[config.mk]
export PLATFORM = sky130hd
export DESIGN_NAME = act_limiter
export DESIGN_NICKNAME = d
export VERILOG_FILES = /design/src/rtl/act_lim_pkg.sv /design/src/rtl/act_lim_spacer.sv /design/src/rtl/act_lim_window.sv /design/src/rtl/act_limiter.sv
export SDC_FILE = /design/constraint.sdc
export NUM_CORES = 1
export LEC_CHECK = 0
export ABC_CLOCK_PERIOD_IN_PS = 3790
export BUFFER_PORTS_ARGS = -buffer_cell sky130_fd_sc_hd__buf_2
export CAP_MARGIN = 30
export CORE_ASPECT_RATIO = 2
export CORE_MARGIN = 8
export CORE_UTILIZATION = 55
export CTS_CLUSTER_SIZE = 12
export DETAILED_ROUTE_END_ITERATION = 8
export GPL_TIMING_DRIVEN = 0
export PLACE_DENSITY = 0.71
export SYNTH_ARGS = -nofsm -noshare
export SYNTH_HDL_FRONTEND = slang
export SYNTH_HIERARCHICAL = 1
export SYNTH_SLANG_ARGS = --single-unit
[constraint.sdc]
create_clock -name clk -period 3.79 [get_ports clk]
set_input_delay 0.758 -clock clk [delete_from_list [all_inputs] [get_ports clk]]
set_output_delay 0.758 -clock clk [all_outputs]
set_load 0.01 [all_outputs]
[src/rtl/act_lim_pkg.sv]
package act_lim_pkg;

  // Bits needed to hold values 0..n without wrapping; at least 1.
  function automatic int unsigned span_bits(input int unsigned n);
    int unsigned b;
    b = $clog2(n + 1);
    return (b == 0) ? 1 : b;
  endfunction

endpackage

[src/rtl/act_lim_spacer.sv]
module act_lim_spacer
  import act_lim_pkg::*;
#(
  parameter int unsigned GAP = 5
) (
  input  logic clk,
  input  logic rst_n,
  input  logic take_i,
  output logic ok_o
);

  localparam int unsigned CW = span_bits(GAP);
  localparam logic [CW-1:0] LOADV = (GAP > 0) ? CW'(GAP - 1) : '0;

  logic [CW-1:0] cnt_q, cnt_d;
  logic          cnt_en;

  always_comb begin
    cnt_en = take_i || (cnt_q != '0);
    cnt_d  = cnt_q;
    if (take_i)
      cnt_d = LOADV;
    else if (cnt_q != '0)
      cnt_d = cnt_q - 1'b1;
  end

  always_ff @(posedge clk or negedge rst_n) begin
    if (!rst_n)
      cnt_q <= '0;
    else if (cnt_en)
      cnt_q <= cnt_d;
  end

  assign ok_o = (cnt_q == '0);

  generate
    if (GAP > 1) begin : g_gap_chk

      rrd_block_chk: assert property (@(posedge clk) disable iff (!rst_n)
        take_i |=> !ok_o);
    end
  endgenerate


  rrd_idle_chk: assert property (@(posedge clk) disable iff (!rst_n)
    (ok_o && !take_i) |=> ok_o);

endmodule

[src/rtl/act_lim_window.sv]
module act_lim_window
  import act_lim_pkg::*;
#(
  parameter int unsigned WIN   = 32,
  parameter int unsigned LIMIT = 4
) (
  input  logic clk,
  input  logic rst_n,
  input  logic take_i,
  output logic ok_o
);

  generate
    if (WIN == 0) begin : g_off
      logic unused_in;
      assign unused_in = ^{clk, rst_n, take_i};
      assign ok_o = 1'b1;
    end else begin : g_on
      localparam int unsigned TW = span_bits(WIN);
      localparam int unsigned PW = (LIMIT > 1) ? $clog2(LIMIT) : 1;
      localparam int unsigned CW = span_bits(LIMIT);
      localparam logic [TW-1:0] WIN_T  = TW'(WIN);
      localparam logic [PW-1:0] LAST_P = PW'(LIMIT - 1);
      localparam logic [CW-1:0] LIM_C  = CW'(LIMIT);

      logic [TW-1:0]    now_q;
      logic [TW-1:0]    ts_q [LIMIT];
      logic [TW-1:0]    ts_d [LIMIT];
      logic [LIMIT-1:0] live_q, live_d, in_win;
      logic [PW-1:0]    ptr_q, ptr_d;
      logic [CW-1:0]    busy;
      logic [TW-1:0]    age [LIMIT];

      // Age of each slot; an entry stays live only while its age is inside the window.
      for (genvar i = 0; i < LIMIT; i++) begin : g_slot
        assign age[i]    = now_q - ts_q[i];
        assign in_win[i] = live_q[i] && (age[i] < WIN_T);
      end

      always_comb begin
        busy = '0;
        for (int i = 0; i < LIMIT; i++)
          busy = busy + CW'(in_win[i]);
      end

      assign ok_o = (busy < LIM_C);

      always_comb begin
        live_d = in_win;
        ptr_d  = ptr_q;
        for (int i = 0; i < LIMIT; i++)
          ts_d[i] = ts_q[i];
        if (take_i) begin
          live_d[ptr_q] = 1'b1;
          ts_d[ptr_q]   = now_q;
          ptr_d         = (ptr_q == LAST_P) ? '0 : ptr_q + 1'b1;
        end
      end

      always_ff @(posedge clk or negedge rst_n) begin
        if (!rst_n) begin
          now_q  <= '0;
          live_q <= '0;
          ptr_q  <= '0;
        end else begin
          now_q  <= now_q + 1'b1;
          live_q <= live_d;
          if (take_i)
            ptr_q <= ptr_d;
        end
      end

      for (genvar i = 0; i < LIMIT; i++) begin : g_ts
        always_ff @(posedge clk or negedge rst_n) begin
          if (!rst_n)
            ts_q[i] <= '0;
          else if (take_i && (ptr_q == PW'(i)))
            ts_q[i] <= ts_d[i];
        end
      end


      win_rec_chk: assert property (@(posedge clk) disable iff (!rst_n)
        take_i |=> (live_q != '0));


      win_cap_chk: assert property (@(posedge clk) disable iff (!rst_n)
        !ok_o |-> ($countones(live_q) == LIMIT));
    end
  endgenerate

endmodule

[src/rtl/act_limiter.sv]
module act_limiter #(
  parameter int unsigned RRD_CYC   = 5,
  parameter int unsigned XAW_CYC   = 32,
  parameter int unsigned ACT_LIMIT = 4
) (
  input  logic clk,
  input  logic rst_n,
  input  logic act_i,
  output logic allow_o,
  output logic viol_o
);

  logic gap_ok, win_ok, take, viol_d, viol_q;

  assign allow_o = gap_ok && win_ok;
  assign take    = act_i && allow_o;
  assign viol_d  = act_i && !allow_o;

  act_lim_spacer #(.GAP(RRD_CYC)) u_spacer (
    .clk    (clk),
    .rst_n  (rst_n),
    .take_i (take),
    .ok_o   (gap_ok)
  );

  act_lim_window #(.WIN(XAW_CYC), .LIMIT(ACT_LIMIT)) u_window (
    .clk    (clk),
    .rst_n  (rst_n),
    .take_i (take),
    .ok_o   (win_ok)
  );

  always_ff @(posedge clk or negedge rst_n) begin
    if (!rst_n)
      viol_q <= 1'b0;
    else
      viol_q <= viol_d;
  end

  assign viol_o = viol_q;


  viol_raise_chk: assert property (@(posedge clk) disable iff (!rst_n)
    (act_i && !allow_o) |=> viol_o);


  viol_quiet_chk: assert property (@(posedge clk) disable iff (!rst_n)
    (!act_i || allow_o) |=> !viol_o);

endmodule

==> results.md <==
* Outcome: completed
* Cell-by-cell listing of the critical path: ha_1 -> a21o_1 -> a31oi_1 -> a2bb2oi_2 -> nand2_1 -> fa_1 -> o211ai_1 -> and2_1 -> buf_2
* Post-synthesis simple-gate area fraction at 0.114
* Worst setup EP type: primary output
* Capturing element of the worst setup path: allow_o
* Synthesized net count at 220
* Residual overflow from global routing at 0
* Routability-driven placement congestion ratio at 0.834
* Area share of the leading cell type in the synthesized netlist at 0.462
* Tightest slew margin relative to the limit at 0.411
* Sequential fraction of the synthesis area at 0.462
* Dominant combinational cell family by area after synthesis: adder cells
* Total wire length at 3920 um
* Share of post-route cells with drive strength above 1 at 0.180
* Clk Latency, worst-skew pair at slightly below 300 ps
* Die outline height at about 100 um
* Total of max-cap violations at 0
* Cell total after placement at about 250
* Reg2reg setup slack at about 220 ps
* Total Power Consumption at 1.51 mW
* Die W at around 60 um
* Master of the slowest instance on the critical path: sky130_fd_sc_hd__fa_1
* Top cells by area, synth: sky130_fd_sc_hd__dfrtp_1 (46%), sky130_fd_sc_hd__ha_1 (13%), sky130_fd_sc_hd__mux2_2 (10%)
* # port buffers at 4
* Top achievable clock speed at 278 MHz
* Synth Area per Inst at 11.2 um^2
* Post-synthesis mux area share at 0.111
* Vias at 1415
* Count of cell types in the netlist at 33
* Area growth, synth to finish at 8.37%
* Peak supply drop at ~0.38 mV
* Number of search-and-repair iterations in the first detailed-routing pass at 4
* Leak Pwr at 1.19 nW
* Adder-cell area share of the yosys netlist at 0.142
* Area inside the core boundary at 3800 um^2
* Required @ worst endpoint at between 3000 and 4000 ps
* Slowest Stage Delay on Critical Path at 550 ps
* Crit path time final at 3600 ps
* Area of the die at 6330 um^2
* Placed cell areas at 2250 um^2
* Setup repair after global routing missed its margin: no
* Postcts setup bufs at 0
* Depth of the critical timing path with buffers and inverters included at 9
* Clock tree from TritonCTS: built
* H-tree depth reported by CTS at 2
* Placed wire-length estimate after detailed placement at 3050 um
* Maximum number of pins on one net before global-route repair at 41
* Number of setup violations in the final report at 0
* Post-Layout Cell Count at 256
* Area share of xor/xnor cells in the synthesized design at 0.0358
* Arrival time reported for the critical path endpoint at 2840 ps
* First element of the critical path: u_window/g_on.now_q[2]
* Max FO, Critical Path at 11
* CTS clock-pin slew for the worst setup and hold paths at ~70 ps
* First-pass GRT wire length at 6790 um
* Max Root-Sink Buffers at 2
* Worst Max-Slew Pin Slew at 884 ps
* Diodes inserted at 0
* Number of standard cells after synthesis at 193
* Initial DRC count at 25
* CP delay by family, top: adder cells
* Clock skew at 6.01 ps
* Worst hold slack at 492 ps
* Post-detailed-route DRC marker count at 0
* Crit start category: flip-flop
* Hold depth at 2
* Category of the most critical setup path: reg2out
* Number of placed I/O pins at 5
* Starting Density at 0.570
* Synthesized flop and latch total at 40
* Vias in the first global route at 1617
* Post-detailed-route via-to-cell ratio at 5.53
* CTS root buf: sky130_fd_sc_hd__clkbuf_8
* Cell area after technology mapping at 2170 um^2
* Hold Crit Class: reg2reg
* Pwr/cell area at 642 nW/um^2
* Synthesis warning total at 6
* FF-to-FF Start: u_window/g_on.now_q[2]
* Global Route Usage Sum at 0.141
* Fin. Hold Viols at 0
* Number of cell rows at 32
* Post-detailed-route wirelength per cell at 15.3 um
* Reg-to-reg critical path endpoint: u_window/g_on.ts_q[20]
* Post-route clock period utilization at 0.949
* Compound-Gate Fraction of Synth Area at 0.0924
* Number of clock buffers inserted by TritonCTS at 5
* Reg2Reg Depth at 11
* Number of sinks on the clock net at 40
* Final Slew Violations at 0
* Crit path buf inv count at 1
* Net count reported at finish at 231
* Final Instance Area at approximately 2300 um^2
* Final total negative setup slack at 0 ps
* Initial antenna violation count at 0
* Antenna-violating nets left at 0
* Largest area contributor in the synthesized netlist: sky130_fd_sc_hd__dfrtp_1
==> cells in the final DEF (no fill, tap or decap), drive strengths merged, types with 2 or more instances in the layout <==
| cell | synthesis | layout |
|---|---|---|
| xnor2 | 2 | 2 |
| ha | 23 | 23 |
| o2111ai | 3 | 3 |
| clkbuf | 1 | 9 |
| or3b | 4 | 4 |
| nor2 | 8 | 8 |
| a2bb2oi | 3 | 3 |
| o21ai | 7 | 7 |
| nand2b | 3 | 3 |
| nor2b | 4 | 4 |
| nand2 | 17 | 17 |
| a21oi | 5 | 5 |
| a21o | 3 | 3 |
| nand3 | 7 | 7 |
| and3 | 2 | 2 |
| mux2 | 21 | 21 |
| inv | 21 | 21 |
| xor2 | 6 | 6 |
| buf | 1 | 5 |
| dfrtp | 40 | 40 |
| a31oi | 4 | 4 |
==> stage by stage <==
| stage | utilization | setup slack [ps] |
|---|---|---|
| 2_1_floorplan | - | 656 |
| 3_3_place_gp | 0.592 | 229 |
| 5_1_grt | 0.617 | 55.9 |
| 3_5_place_dp | 0.592 | 111 |
| 4_1_cts | 0.615 | 59.0 |
| 6_report | 0.617 | 192 |
==> sequential cells by signal, summed over array words and instances, names as in the netlist <==
name,flops
viol_o,1
u_window/g_on.now_q,6
u_window/g_on.ptr_q,2
u_spacer/cnt_q,3
u_window/g_on.ts_q,24
u_window/g_on.live_q,4
==> report_power, final <==
group | internal (mW) | leakage [nW] | switching, mW
Sequential | 0.586 | 0.499 | 0.0954
Combinational | 0.268 | 0.646 | 0.269
Clock | 0.148 | 0.0455 | 0.141
Total | 1.00 | 1.19 | 0.505
==> worst min-delay path, stage by stage (launching register included) <==
cell	delay, ps
sky130_fd_sc_hd__dfrtp_1	340
sky130_fd_sc_hd__nand2_1	40
sky130_fd_sc_hd__o21ai_0	70
==> final cells by class <==
| type | instances | area, um^2 |
|---|---|---|
| Multi-Input combinational cell | 130 | 1080 |
| Inverter | 21 | 78.8 |
| Fill cell | 324 | 1460 |
| Tap cell | 51 | 63.8 |
| Sequential cell | 40 | 1000 |
| Timing Repair Buffer | 4 | 20.0 |
| Clock buffer | 8 | 90.1 |
| Buffer | 2 | 15.0 |
==> what timing repair did <==
action / CTS / global route
endpoints found under the setup margin: 0 / 23
gates resized for setup: 0 / 2
hold endpoints to repair: 0 / 0
hold buffers: 0 / 0
==> cell usage after synthesis <==
master                      number
sky130_fd_sc_hd__dfrtp_1        40
sky130_fd_sc_hd__ha_1           23
sky130_fd_sc_hd__inv_1          21
sky130_fd_sc_hd__mux2_2         20
sky130_fd_sc_hd__nand2_1        17
sky130_fd_sc_hd__nor2_1          8
sky130_fd_sc_hd__nand3_1         7
sky130_fd_sc_hd__o21ai_0         7
sky130_fd_sc_hd__a21oi_1         5
sky130_fd_sc_hd__xor2_1          5
sky130_fd_sc_hd__a31oi_1         4
sky130_fd_sc_hd__or3b_1          4
sky130_fd_sc_hd__a21o_1          3
sky130_fd_sc_hd__a2bb2oi_1       3
sky130_fd_sc_hd__nand2b_1        3
sky130_fd_sc_hd__nor2b_1         3
sky130_fd_sc_hd__o2111ai_1       3
sky130_fd_sc_hd__xnor2_1         2
sky130_fd_sc_hd__a211o_1         1
sky130_fd_sc_hd__a21boi_0        1
sky130_fd_sc_hd__a22o_1          1
sky130_fd_sc_hd__and2_1          1
sky130_fd_sc_hd__and3_1          1
sky130_fd_sc_hd__and3_2          1
sky130_fd_sc_hd__buf_6           1
sky130_fd_sc_hd__clkbuf_1        1
sky130_fd_sc_hd__fa_1            1
sky130_fd_sc_hd__mux2_4          1
sky130_fd_sc_hd__nand4bb_1       1
sky130_fd_sc_hd__nor2b_4         1
sky130_fd_sc_hd__o211ai_1        1
sky130_fd_sc_hd__o31ai_1         1
sky130_fd_sc_hd__xor2_2          1
==> metal layers <==
| layer | vias to the layer above | share of wire | track usage |
|---|---|---|---|
| met5 | - | 0 | 0 |
| li1 | 688 | - | - |
| met4 | 0 | 0.031 | 0.0895 |
| met3 | 10 | 0.024 | 0.0283 |
| met1 | 699 | 0.38 | 0.134 |
| met2 | 18 | 0.57 | 0.253 |
==> logic make-up after synthesis <==
| group | count (synthesis) |
|---|---|
| xor+xnor | 8 |
| flops | 40 |
| mux | 21 |
| buf+inv | 23 |
| compound gates | 30 |
| fa+ha+maj | 24 |
| simple gates | 47 |
==> worst min path at each step <==
stage                              to              startpoint  slack [ps]
2_1_floorplan   u_window/g_on.ts_q[6]   u_window/g_on.ts_q[6]         440
3_3_place_gp    u_window/g_on.ts_q[6]   u_window/g_on.ts_q[6]         450
3_5_place_dp    u_window/g_on.ts_q[6]   u_window/g_on.ts_q[6]         480
4_1_cts         u_window/g_on.ts_q[6]   u_window/g_on.ts_q[6]         500
5_1_grt        u_window/g_on.ts_q[21]  u_window/g_on.ts_q[21]         530
6_report       u_window/g_on.ts_q[18]  u_window/g_on.ts_q[18]         490
Note: power is estimated with default switching activity, not from simulation.
